`config.mk`:
```
export PLATFORM = sky130hd
export DESIGN_NAME = sram_async_ctrl
export DESIGN_NICKNAME = d
export VERILOG_FILES = /design/src/rtl/sram_ctrl_pkg.sv /design/src/rtl/sram_ctrl_timer.sv /design/src/rtl/sram_ctrl_seq.sv /design/src/rtl/sram_async_ctrl.sv
export SDC_FILE = /design/constraint.sdc
export NUM_CORES = 1
export LEC_CHECK = 0
export BUFFER_PORTS_ARGS = -buffer_cell sky130_fd_sc_hd__buf_2
export CORE_UTILIZATION = 35
export CTS_BUF_LIST = sky130_fd_sc_hd__clkbuf_4 sky130_fd_sc_hd__clkbuf_8 sky130_fd_sc_hd__clkbuf_16
export CTS_CLUSTER_DIAMETER = 40
export CTS_CLUSTER_SIZE = 16
export DETAILED_ROUTE_END_ITERATION = 8
export GPL_TIMING_DRIVEN = 0
export MAX_ROUTING_LAYER = met4
export PLACE_DENSITY = 0.69
export SYNTH_ARGS = -nofsm -noshare
export SYNTH_HDL_FRONTEND = slang
export SYNTH_HIERARCHICAL = 1
export SYNTH_SLANG_ARGS = --single-unit
```
`constraint.sdc`:
```
create_clock -name clk_i -period 3 [get_ports clk_i]
set_input_delay 0.75 -clock clk_i [delete_from_list [all_inputs] [get_ports clk_i]]
set_output_delay 0.75 -clock clk_i [all_outputs]
set_load 0.01 [all_outputs]
```
`src/rtl/sram_ctrl_pkg.sv`:
```
`timescale 1ns/100ps
package sram_ctrl_pkg;
  typedef enum logic [2:0] {
    ST_IDLE = 3'd0,
    ST_WACT = 3'd1,
    ST_WREC = 3'd2,
    ST_RACT = 3'd3,
    ST_DONE = 3'd4
  } seq_state_e;

  function automatic int unsigned ns2cyc(int unsigned ns, int unsigned per);
    return (ns + per - 1) / per;
  endfunction

  function automatic int unsigned umax(int unsigned a, int unsigned b);
    return (a > b) ? a : b;
  endfunction
endpackage

```
`src/rtl/sram_ctrl_timer.sv`:
```
`timescale 1ns/100ps
module sram_ctrl_timer #(
  parameter int unsigned CW = 3
) (
  input  logic          clk_i,
  input  logic          rst_ni,
  input  logic          load_i,
  input  logic [CW-1:0] val_i,
  output logic          zero_o
);
  logic [CW-1:0] cnt_q;

  always_ff @(posedge clk_i or negedge rst_ni) begin
    if (!rst_ni)              cnt_q <= '0;
    else if (load_i)          cnt_q <= val_i;
    else if (cnt_q != '0)     cnt_q <= cnt_q - 1'b1;
  end

  assign zero_o = (cnt_q == '0);
endmodule

```
`src/rtl/sram_ctrl_seq.sv`:
```
`timescale 1ns/100ps
module sram_ctrl_seq
  import sram_ctrl_pkg::*;
#(
  parameter int unsigned CW     = 3,
  parameter int unsigned N_WACT = 4,
  parameter int unsigned N_WREC = 1,
  parameter int unsigned N_RD   = 6
) (
  input  logic          clk_i,
  input  logic          rst_ni,
  input  logic          req_i,
  input  logic          we_i,
  input  logic          tmr_zero_i,
  output logic          tmr_load_o,
  output logic [CW-1:0] tmr_val_o,
  output logic          accept_o,
  output logic          capture_o,
  output logic          ce_n_o,
  output logic          we_n_o,
  output logic          oe_n_o,
  output logic          dq_oe_o,
  output logic          busy_o,
  output logic          done_o
);
  seq_state_e state_q, state_d;
  logic ce_n_q, we_n_q, oe_n_q, dq_oe_q;

  always_comb begin
    state_d    = state_q;
    tmr_load_o = 1'b0;
    tmr_val_o  = '0;
    accept_o   = 1'b0;
    capture_o  = 1'b0;
    unique case (state_q)
      ST_IDLE: if (req_i) begin
        accept_o   = 1'b1;
        tmr_load_o = 1'b1;
        if (we_i) begin
          tmr_val_o = CW'(N_WACT - 1);
          state_d   = ST_WACT;
        end else begin
          tmr_val_o = CW'(N_RD - 1);
          state_d   = ST_RACT;
        end
      end
      ST_WACT: if (tmr_zero_i) begin
        tmr_load_o = 1'b1;
        tmr_val_o  = CW'(N_WREC - 1);
        state_d    = ST_WREC;
      end
      ST_WREC: if (tmr_zero_i) state_d = ST_DONE;
      ST_RACT: if (tmr_zero_i) begin
        capture_o = 1'b1;
        state_d   = ST_DONE;
      end
      ST_DONE: state_d = ST_IDLE;
      default: state_d = ST_IDLE;
    endcase
  end

  // strobes registered from the next state: glitch-free, no added latency
  always_ff @(posedge clk_i or negedge rst_ni) begin
    if (!rst_ni) begin
      state_q <= ST_IDLE;
      ce_n_q  <= 1'b1;
      we_n_q  <= 1'b1;
      oe_n_q  <= 1'b1;
      dq_oe_q <= 1'b0;
    end else begin
      state_q <= state_d;
      ce_n_q  <= !(state_d == ST_WACT || state_d == ST_RACT);
      we_n_q  <= !(state_d == ST_WACT);
      oe_n_q  <= !(state_d == ST_RACT);
      dq_oe_q <= (state_d == ST_WACT || state_d == ST_WREC);
    end
  end

  assign ce_n_o  = ce_n_q;
  assign we_n_o  = we_n_q;
  assign oe_n_o  = oe_n_q;
  assign dq_oe_o = dq_oe_q;
  assign busy_o  = (state_q != ST_IDLE);
  assign done_o  = (state_q == ST_DONE);
endmodule

```
`src/rtl/sram_async_ctrl.sv`:
```
`timescale 1ns/100ps
module sram_async_ctrl
  import sram_ctrl_pkg::*;
#(
  parameter int unsigned AW          = 19,
  parameter int unsigned DW          = 8,
  parameter int unsigned CLK_NS      = 20,
  parameter int unsigned T_CYC_NS    = 100,
  parameter int unsigned T_ACC_NS    = 100,
  parameter int unsigned T_CAP_SU_NS = 5,
  parameter int unsigned T_WP_NS     = 60,
  parameter int unsigned T_CEW_NS    = 80,
  parameter int unsigned T_DS_NS     = 40,
  parameter int unsigned T_WHWL_NS   = 5
) (
  input  logic          clk_i,
  input  logic          rst_ni,
  input  logic          req_i,
  input  logic          we_i,
  input  logic [AW-1:0] addr_i,
  input  logic [DW-1:0] wdata_i,
  output logic [DW-1:0] rdata_o,
  output logic          busy_o,
  output logic          done_o,
  output logic [AW-1:0] mem_addr_o,
  output logic          mem_ce_no,
  output logic          mem_we_no,
  output logic          mem_oe_no,
  output logic [DW-1:0] mem_dq_o,
  output logic          mem_dq_oe_o,
  input  logic [DW-1:0] mem_dq_i
);
  localparam int unsigned N_CYC  = ns2cyc(T_CYC_NS, CLK_NS);
  localparam int unsigned N_WACT = umax(umax(ns2cyc(T_WP_NS, CLK_NS), ns2cyc(T_CEW_NS, CLK_NS)),
                                        umax(ns2cyc(T_DS_NS, CLK_NS), 1));
  localparam int unsigned N_WREC = umax(umax(ns2cyc(T_WHWL_NS, CLK_NS), 1),
                                        (N_CYC > N_WACT) ? N_CYC - N_WACT : 1);
  localparam int unsigned N_RD   = umax(ns2cyc(T_ACC_NS + T_CAP_SU_NS, CLK_NS), N_CYC);
  localparam int unsigned CW     = $clog2(umax(umax(N_WACT, N_WREC), N_RD) + 1);

  logic          tmr_load, tmr_zero, accept, capture;
  logic [CW-1:0] tmr_val;
  logic [AW-1:0] addr_q;
  logic [DW-1:0] wdata_q, rdata_q;

  sram_ctrl_timer #(.CW(CW)) u_timer (
    .clk_i  (clk_i),
    .rst_ni (rst_ni),
    .load_i (tmr_load),
    .val_i  (tmr_val),
    .zero_o (tmr_zero)
  );

  sram_ctrl_seq #(
    .CW(CW), .N_WACT(N_WACT), .N_WREC(N_WREC), .N_RD(N_RD)
  ) u_seq (
    .clk_i      (clk_i),
    .rst_ni     (rst_ni),
    .req_i      (req_i),
    .we_i       (we_i),
    .tmr_zero_i (tmr_zero),
    .tmr_load_o (tmr_load),
    .tmr_val_o  (tmr_val),
    .accept_o   (accept),
    .capture_o  (capture),
    .ce_n_o     (mem_ce_no),
    .we_n_o     (mem_we_no),
    .oe_n_o     (mem_oe_no),
    .dq_oe_o    (mem_dq_oe_o),
    .busy_o     (busy_o),
    .done_o     (done_o)
  );

  always_ff @(posedge clk_i or negedge rst_ni) begin
    if (!rst_ni) begin
      addr_q  <= '0;
      wdata_q <= '0;
      rdata_q <= '0;
    end else begin
      if (accept) begin
        addr_q  <= addr_i;
        wdata_q <= wdata_i;
      end
      if (capture) rdata_q <= mem_dq_i;
    end
  end

  assign mem_addr_o = addr_q;
  assign mem_dq_o   = wdata_q;
  assign rdata_o    = rdata_q;
endmodule

```
==> results.yml, run 1 <==
sta:
  setup_viol: 0
  fmax_mhz: 441
  max-slew-margin-rel_pct: 34.8
  hold_viol: 0
  min_period_ns: 2.27
  rsz0062_at_grt: "false"
  setup_tns_ns: 0
  finClkSkew_ns: 0.00434
  drv_slew: 0
  tightest_slew_ns: 0.978
  timing.final.ws_setup_ns: 0.734
  finalCritPeriodShare_pct: 75.5
drt:
  drc: 0
  drt-initial-drc-count: 23
  vias: 1330
  final_antenna_net_count: 0
  via_per_inst: 4.59
  wirelength_mm: 3.68
  drt-wirelength-per-cell_um: 12.7
  drt_first_pass_iters: 4
clocking:
  cts_setup_buffers: 0
  clk_latency_ns: 0.29
  root_buffer: "clkbuf_8"
  cts_buffer_depth: 2
  cts_tree: "yes"
  htreeDepth: 2
  numClockSinks: 45
  numCtsBuffers: 5
  clk_pin_slew_ns: 0.08
  cts_resized: 0
  cts_hold_buffers: 0
finish:
  final_cells: 290
  num_antenna_cells: 0
  area_growth_pct: 30.0
  drive_gt1_share_pct: 62.4
  layout.nets: 258
  final_cell_area_mm2: 0.00259
critical_path:
  worstPathRequired_ns: 2.25
  cp_max_fo: 10
  critical_path_class: "flop to output pin"
  cp-start-kind: "flop"
  worstPathArrival_ns: 1.52
  cp-end-kind: "output pin"
placed_design:
  placed_area_mm2: 0.00248
  gp_congestion: 0.730
  io_buffers: 79
  place_inst: 282
  pre_cts_ws_ns: 0.644
  hpwl_mm: 2.69
yosys:
  syn_area_mm2: 0.00199
  synth.distinct_cells: 34
  postSynthAreaPerCell_um2: 15.2
  synth_cells: 131
  ys_seq_area_share_pct: 56.8
  synthTopCellsByArea: "dfrtp_1 53%, mux2_4 15%, mux2_2 8.5%"
  synthesis.nets: 172
  synth_edf_count: 0
  async_reset_ff_share_pct: 100
  yosys_warnings: 6
  synth_flop_cell: "dfrtp_1"
  yosys-top-cells-count: "42 x dfrtp_1, 20 x mux2_4, 15 x mux2_2"
  synth_top_cell_area_share_pct: 52.8
  synth_largest_area_cell: "dfrtp_1"
  ys_ff_latch: 45
  synth_most_common_cell: "dfrtp_1"
min_path:
  hold_path.class: "flop to flop"
floorplan:
  coreArea_mm2: 0.00551
  ios: 80
  die_width_um: 77.4
  die-area_mm2: 0.00599
  row_count: 27
  initial_core_util_pct: 36.2
  dieHeight_um: 77.4
flow_run:
  maxCapViolations: 0
pwr:
  p_leak_nw: 1.29
  powerDensity_mw_per_mm2: 1090
  ir_drop_uv: 387
  power_mw: 2.81
grt:
  grt_max_degree: 46
  grt_pass1_vias: 1305
  grt_overflow: 0
  grt_antenna_before_repair: 0
  grt_pass1_wl_mm: 6.11
  grt.total_usage_pct: 13.6
outcome:
  status: "finished, final reports clean"
==> kinds of logic after synthesis <==
group | synth area share, %
compound gates | 3.83
flops | 56.8
mux | 24.1
buf+inv | 5.15
simple gates | 8.93
fa+ha+maj | 1.26
==> worst max-delay path: stages, from the launching register on <==
cell and delay, ns:
dfrtp_1 0.38, clkbuf_1 0.19, or3_2 0.51, buf_2 0.15
==> where the power goes <==
part	switching (mW)	leakage, nW	total (mW)	internal (mW)
clock network	0.193	0.0586	0.449	0.256
registers	0.144	0.534	1.07	0.924
logic	0.566	0.692	1.30	0.730
==> final timing paths <==
check                      depth (start not counted)                         to                         start  slack, ns
setup / recovery                                   3                     busy_o    u_seq/state_q[2]$_DFF_PN0_       0.73
hold / removal                                     1  mem_addr_o[2]$_DFFE_PN0P_     mem_addr_o[2]$_DFFE_PN0P_       0.51
setup reg to reg                                   8     rdata_o[2]$_DFFE_PN0P_  u_timer/cnt_q[0]$_DFFE_PN0P_       1.03
hold reg to reg                                    1  mem_addr_o[2]$_DFFE_PN0P_     mem_addr_o[2]$_DFFE_PN0P_       0.51
max in group asynchronous                          1    mem_dq_o[3]$_DFFE_PN0P_                        rst_ni       1.79
min in group asynchronous                          1  mem_addr_o[5]$_DFFE_PN0P_                        rst_ni       0.62
==> sequential cells by signal (all words and copies together) (netlist names) <==
name / flops
mem_addr_o: 19
mem_dq_o: 8
rdata_o: 8
u_seq/state_q: 3
u_timer/cnt_q: 3
u_seq/ce_n_o: 1
u_seq/dq_oe_o: 1
u_seq/oe_n_o: 1
u_seq/we_n_o: 1
==> layout by cell type (no fill, tap or decap), types with 2 or more instances in the layout <==
cell type | netlist | layout
nand2b_1 | 2 | 2
mux2_4 | 20 | 20
nor4b_1 | 3 | 3
clkbuf_8 | 0 | 5
dfstp_2 | 3 | 3
dfrtp_1 | 42 | 42
ha_1 | 2 | 2
inv_1 | 5 | 5
nor2b_1 | 5 | 5
mux2_2 | 15 | 15
buf_6 | 2 | 2
nand3b_1 | 2 | 2
nor3b_1 | 3 | 3
buf_12 | 2 | 2
o21bai_1 | 2 | 2
nor2_1 | 2 | 2
a31oi_1 | 2 | 2
buf_2 | 2 | 81
==> metal layers <==
| layer | up-vias | wire, um | share of wire, % | GRT usage (%) |
|---|---|---|---|---|
| met5 | - | 0 | 0 | - |
| li1 | 629 | - | - | - |
| met1 | 649 | 1740 | 47 | 17.2 |
| met2 | 46 | 1690 | 46 | 20.6 |
| met4 | 0 | 52 | 1.4 | 5.09 |
| met3 | 6 | 203 | 5.5 | 3.88 |
==> cell type report <==
cell class                      instances  area (um2)
Fill cell                             492        2920
Buffer                                  8        83.8
Sequential cell                        45        1130
Clock buffer                            6        76.3
Timing Repair Buffer                   79         395
Tap cell                               72        90.1
Multi-Input combinational cell         73         758
Clock inverter                          2        35.0
Inverter                                5        18.8
==> through the flow <==
step           hold slack [ns]  util, %
2_1_floorplan            0.454        -
3_3_place_gp             0.486     45.0
3_5_place_dp             0.487     45.0
6_report                 0.506     47.0
4_1_cts                  0.509     47.0
5_1_grt                  0.519     47.0
Power figures use the tool's default switching activity.
==> inputs of run 2 (changes only) <==
--- a/config.mk
+++ b/config.mk
@@ -13,7 +13,7 @@
 export DETAILED_ROUTE_END_ITERATION = 8
 export GPL_TIMING_DRIVEN = 0
 export MAX_ROUTING_LAYER = met4
-export PLACE_DENSITY = 0.69
+export PLACE_DENSITY = 0.71
 export SYNTH_ARGS = -nofsm -noshare
 export SYNTH_HDL_FRONTEND = slang
 export SYNTH_HIERARCHICAL = 1
==> constraint.sdc (replaced) <==
create_clock -name clk_i -period 1.9 [get_ports clk_i]
set_input_delay 0.475 -clock clk_i [delete_from_list [all_inputs] [get_ports clk_i]]
set_output_delay 0.475 -clock clk_i [all_outputs]
set_load 0.01 [all_outputs]
==> run 2 against run 1 <==
Effect of this change: register-to-register slack worse by 0.93 ns; sequential share of layout area down 1.3 points; worst setup slack got worse by 0.68 ns; clock power rose by 33%; clock-buffer cell count is the same; global-route usage shrank 0.20 points; power rose by 61%; sequential power rose by 58%; routed wire length increased by 8.6%; first-iteration DRC count rose by 52%; critical path type unchanged.
==> results.yml, run 2 (same netlist as run 1, synthesis figures left out) <==
floorplan:
  coreArea_mm2: 0.00551
  initial_core_util_pct: 36.2
  ios: 80
  row_count: 27
  die_width_um: 77.4
  die-area_mm2: 0.00599
  dieHeight_um: 77.4
pwr:
  power_frac_comb_pct: 49.3
  power_frac_seq_pct: 37.4
  power_frac_clock_pct: 13.2
  p_int_mw: 3.03
  sw_frac_of_total_pct: 33.0
  p_leak_nw: 1.32
  powerDensity_mw_per_mm2: 1700
  ir_drop_uv: 554
  power_switching_mw: 1.49
clocking:
  numClockSinks: 45
  numCtsBuffers: 5
  cts_tree: "yes"
  cts_hold_buffers: 0
  clk_latency_ns: 0.29
  clk_pin_slew_ns: 0.08
  root_buffer: "clkbuf_8"
  cts_buffer_depth: 2
  htreeDepth: 2
outcome:
  status: "finished, final reports clean"
grt:
  grt.total_usage_pct: 13.4
  grt_max_degree: 46
  grt_pass1_vias: 1271
  grt_overflow: 0
  grt_antenna_before_repair: 0
  grt_pass1_wl_mm: 5.93
critical_path:
  cp_top_family: "flip-flops"
  crit_path_max_incr_delay_ns: 0.44
  cp_cell_sequence: "buf_6 -> or3_4 -> buf_6"
  cp-start-kind: "flop"
  cp_max_fo: 5
  cp-end-kind: "output pin"
  worstPathRequired_ns: 1.42
  cp_slowest_cell: "dfrtp_1"
  crit_start: "u_seq/state_q[0]$_DFF_PN0_"
  cp_common_cell: "buf_6"
  crit_buf_inv: 2
  reg2reg_from: "u_timer/cnt_q[0]$_DFFE_PN0P_"
  worstPathArrival_ns: 1.37
  critical_path_class: "flop to output pin"
finish:
  final_cells: 296
  ff_latch_area_mm2: 0.00113
  area_growth_pct: 33.9
  layout_common_cells: "79 x buf_2, 42 x dfrtp_1, 20 x mux2_4"
  num_antenna_cells: 0
  largest_register_ffs: 19
  layout.nets: 264
  n_fill_cell: 497
  multi_input_area_um2: 778
  layout_commonest_cell: "buf_2"
  drive_gt1_share_pct: 66.1
drt:
  drc: 0
  vias: 1388
  via_per_inst: 4.69
  drt_first_pass_iters: 6
  final_antenna_net_count: 0
  wirelength_mm: 4.00
  drt-initial-drc-count: 35
  drt-wirelength-per-cell_um: 13.5
sta:
  finClkSkew_ns: 0.00512
  max-slew-margin-rel_pct: 35.9
  min_period_ns: 1.84
  setup_tns_ns: 0
  hold_viol: 0
  tightest_slew_ns: 0.961
  hold_ws_ns: 0.334
  fmax_mhz: 542
  finalCritPeriodShare_pct: 97.1
  setup_viol: 0
  drv_slew: 0
min_path:
  hold_path.class: "input port to async pin"
placed_design:
  io_buffers: 79
  hpwl_mm: 2.82
  gp_congestion: 0.799
  place_inst: 282
flow_run:
  maxCapViolations: 0
==> run 2: metrics by stage <==
step | area, um2 | utilization (%) | setup WS (ns) | total power, mW
2_1_floorplan | 1990 | - | 0.182 | 3.09
3_3_place_gp | 2480 | 45.0 | -0.159 | 3.72
3_5_place_dp | 2480 | 45.0 | -0.164 | 3.78
4_1_cts | 2600 | 47.2 | -0.0593 | 4.43
5_1_grt | 2670 | 48.4 | -0.000339 | 4.81
6_report | 2670 | 48.4 | 0.0550 | 4.52
==> run 2: path summary, 6_finish.rpt <==
check / cells past startpoint / slack (ns) / endpoint
worst max register to register: 8 / 0.10 / rdata_o[4]$_DFFE_PN0P_
min in group clk_i: 2 / 0.41 / rdata_o[5]$_DFFE_PN0P_
worst max-delay path: 3 / 0.06 / busy_o
worst min-delay path: 1 / 0.33 / mem_addr_o[13]$_DFFE_PN0P_
max in group asynchronous: 1 / 0.97 / mem_addr_o[7]$_DFFE_PN0P_
worst min register to register: 1 / 0.51 / mem_dq_o[5]$_DFFE_PN0P_
==> run 2: area by class of cell <==
| cell class | count | share of cell area (%) |
|---|---|---|
| plain buffers | 8 | 4.04 |
| clock buffers | 6 | 3.10 |
| clock inverters | 2 | 0.516 |
| inverters | 5 | 0.704 |
| multi-input cells | 73 | 29.2 |
| flip-flops and latches | 45 | 42.4 |
| well taps | 72 | 3.38 |
| repair buffers | 85 | 16.7 |
==> run 2: power by group through the flow <==
stage                     clock, mW  sequential [mW]  combinational [mW]
after CTS                     0.632             1.69                2.11
after global routing          0.674             1.75                2.39
after detailed placement          0             1.70                2.07
after floorplan                   0             1.91                1.18
final                         0.598             1.69                2.23
after global placement            0             1.67                2.04
==> run 2: metal layers <==
layer	vias to the layer above	wire length, um	GRT usage [%]
li1	643	-	-
met1	682	1750	16.2
met2	61	1910	19.8
met3	2	298	4.94
met4	0	36	6.23
met5	-	0	-
==> run 2: timing repair <==
action                     CTS  global route
resized for setup            8             7
setup endpoints to repair   29            11
buffers inserted             0             5
cloned                       0             1
==> inputs of run 3 (changes only) <==
--- a/config.mk
+++ b/config.mk
@@ -6,6 +6,7 @@
 export NUM_CORES = 1
 export LEC_CHECK = 0
 export BUFFER_PORTS_ARGS = -buffer_cell sky130_fd_sc_hd__buf_2
+export CORE_ASPECT_RATIO = 1.2
 export CORE_UTILIZATION = 35
 export CTS_BUF_LIST = sky130_fd_sc_hd__clkbuf_4 sky130_fd_sc_hd__clkbuf_8 sky130_fd_sc_hd__clkbuf_16
 export CTS_CLUSTER_DIAMETER = 40
==> run 3 against run 2 <==
Effect of this change: register-to-register slack about the same; global-route usage increased by 0.39 points; non-clock buffer count increased by 5; largest power group unchanged; cell area increased by 0.66%; worst setup slack improved by 0.019 ns; final cell count decreased by 1.7%.
==> results.yml, run 3 (same netlist as run 1, synthesis figures left out) <==
outcome:
  status: "finished, final reports clean"
pwr:
  powerDensity_mw_per_mm2: 1690
  power_frac_clock_pct: 12.8
  power_switching_mw: 1.49
  power_frac_seq_pct: 37.4
  p_int_mw: 3.05
  sw_frac_of_total_pct: 32.8
  ir_drop_uv: 658
  power_frac_comb_pct: 49.8
  p_leak_nw: 1.34
clocking:
  root_buffer: "clkbuf_8"
  clk_pin_slew_ns: 0.08
  cts_tree: "yes"
  clk_latency_ns: 0.29
  cts_buffer_depth: 2
  numClockSinks: 45
  cts_hold_buffers: 0
  numCtsBuffers: 5
  htreeDepth: 2
floorplan:
  die-area_mm2: 0.00599
  row_count: 29
  dieHeight_um: 84.6
  initial_core_util_pct: 37.1
  ios: 80
  coreArea_mm2: 0.00537
  die_width_um: 70.8
critical_path:
  worstPathRequired_ns: 1.42
  reg2reg_from: "u_timer/cnt_q[0]$_DFFE_PN0P_"
  reg2reg_depth: 8
  critical_path_class: "flop to output pin"
  cp-end-kind: "output pin"
  worstPathArrival_ns: 1.35
  cp_max_fo: 7
  cp-start-kind: "flop"
  r2r-end: "rdata_o[1]$_DFFE_PN0P_"
  regToRegSetupSlack_ns: 0.10
finish:
  layout_common_cells: "78 x buf_2, 42 x dfrtp_1, 20 x mux2_4"
  num_antenna_cells: 0
  layout_commonest_cell: "buf_2"
  multi_input_area_um2: 778
  area_growth_pct: 34.8
  largest_register_ffs: 19
  ff_latch_area_mm2: 0.00113
  n_fill_cell: 498
  final_cell_area_mm2: 0.00268
  drive_gt1_share_pct: 66.8
  layout.nets: 269
placed_design:
  gp_congestion: 0.725
  pre_cts_ws_ns: -0.128
  io_buffers: 79
  hpwl_mm: 2.78
  placed_area_mm2: 0.00246
drt:
  wirelength_mm: 4.00
  vias: 1390
  drt_first_pass_iters: 6
  via_per_inst: 4.78
  final_antenna_net_count: 0
  drc: 0
  drt-initial-drc-count: 76
  drt-wirelength-per-cell_um: 13.7
grt:
  grt_pass1_vias: 1361
  grt_overflow: 0
  grt_antenna_before_repair: 0
  grt.total_usage_pct: 13.8
  grt_max_degree: 46
  grt_pass1_wl_mm: 6.25
sta:
  tightest_slew_ns: 0.984
  min_period_ns: 1.83
  fmax_mhz: 548
  timing.final.ws_setup_ns: 0.0738
  drv_slew: 0
  hold_viol: 0
  finClkSkew_ns: 0.00660
  finalCritPeriodShare_pct: 96.1
  setup_viol: 0
  max-slew-margin-rel_pct: 34.4
flow_run:
  maxCapViolations: 0
min_path:
  hold_path.class: "input port to async pin"
==> run 3: worst max path at each step <==
stage	startpoint	endpoint	slack (ns)	cells past startpoint
after floorplan	u_seq/state_q[1]$_DFF_PN0_	mem_addr_o[0]$_DFFE_PN0P_	0.18	5
after global placement	req_i	mem_addr_o[8]$_DFFE_PN0P_	-0.1	5
after detailed placement	req_i	mem_addr_o[14]$_DFFE_PN0P_	-0.13	5
after CTS	u_seq/state_q[1]$_DFF_PN0_	mem_addr_o[14]$_DFFE_PN0P_	-0.05	5
after global routing	u_timer/cnt_q[0]$_DFFE_PN0P_	rdata_o[1]$_DFFE_PN0P_	-0.02	8
final	u_seq/state_q[2]$_DFF_PN0_	busy_o	0.07	3
==> run 3: repair_timing <==
item,in CTS,in global routing
resized for setup,6,9
endpoints found under the setup margin,29,39
pin swaps,0,0
cloned,0,0
setup buffers,1,10
==> run 3: power by group through the flow <==
stage / logic (mW) / clock network [mW] / registers (mW)
global placement: 2.02 / 0 / 1.69
floorplan: 1.18 / 0 / 1.91
detailed placement: 2.06 / 0 / 1.71
global route: 2.43 / 0.644 / 1.76
CTS: 2.11 / 0.603 / 1.70
finish: 2.26 / 0.579 / 1.70
==> run 3: per-layer routing <==
metal | GRT usage, % | vias up | wire [um]
met5 | - | - | 0
met4 | 4.36 | 0 | 49
met3 | 3.60 | 6 | 176
met2 | 23.3 | 37 | 2150
met1 | 15.8 | 693 | 1620
li1 | - | 654 | -
==> run 3: per-stage QoR <==
stage	instances	hold WS [ns]	setup TNS (ns)	total power [mW]	util [%]
after global placement	272	0.487	-1.87	3.71	45.9
after global routing	291	0.398	-0.0698	4.84	50.0
final	291	0.321	0	4.54	50.0
after floorplan	131	0.179	0	3.09	-
after CTS	281	0.369	-0.834	4.41	48.0
after detailed placement	272	0.491	-2.45	3.77	45.9
==> run 3: worst max-delay path, stage by stage, from the launching register on <==
cell and delay, ns:
dfrtp_1 0.41, buf_8 0.14, or3_4 0.38, buf_6 0.13
==> run 3: layout make-up <==
class,count,share of cell area [%]
sequential,45,42.1
multi-input combinational,73,29.0
timing repair buffer,90,18.1
buffer,8,4.01
tap,62,2.89
clock buffer,6,2.85
inverter,5,0.700
clock inverter,2,0.373
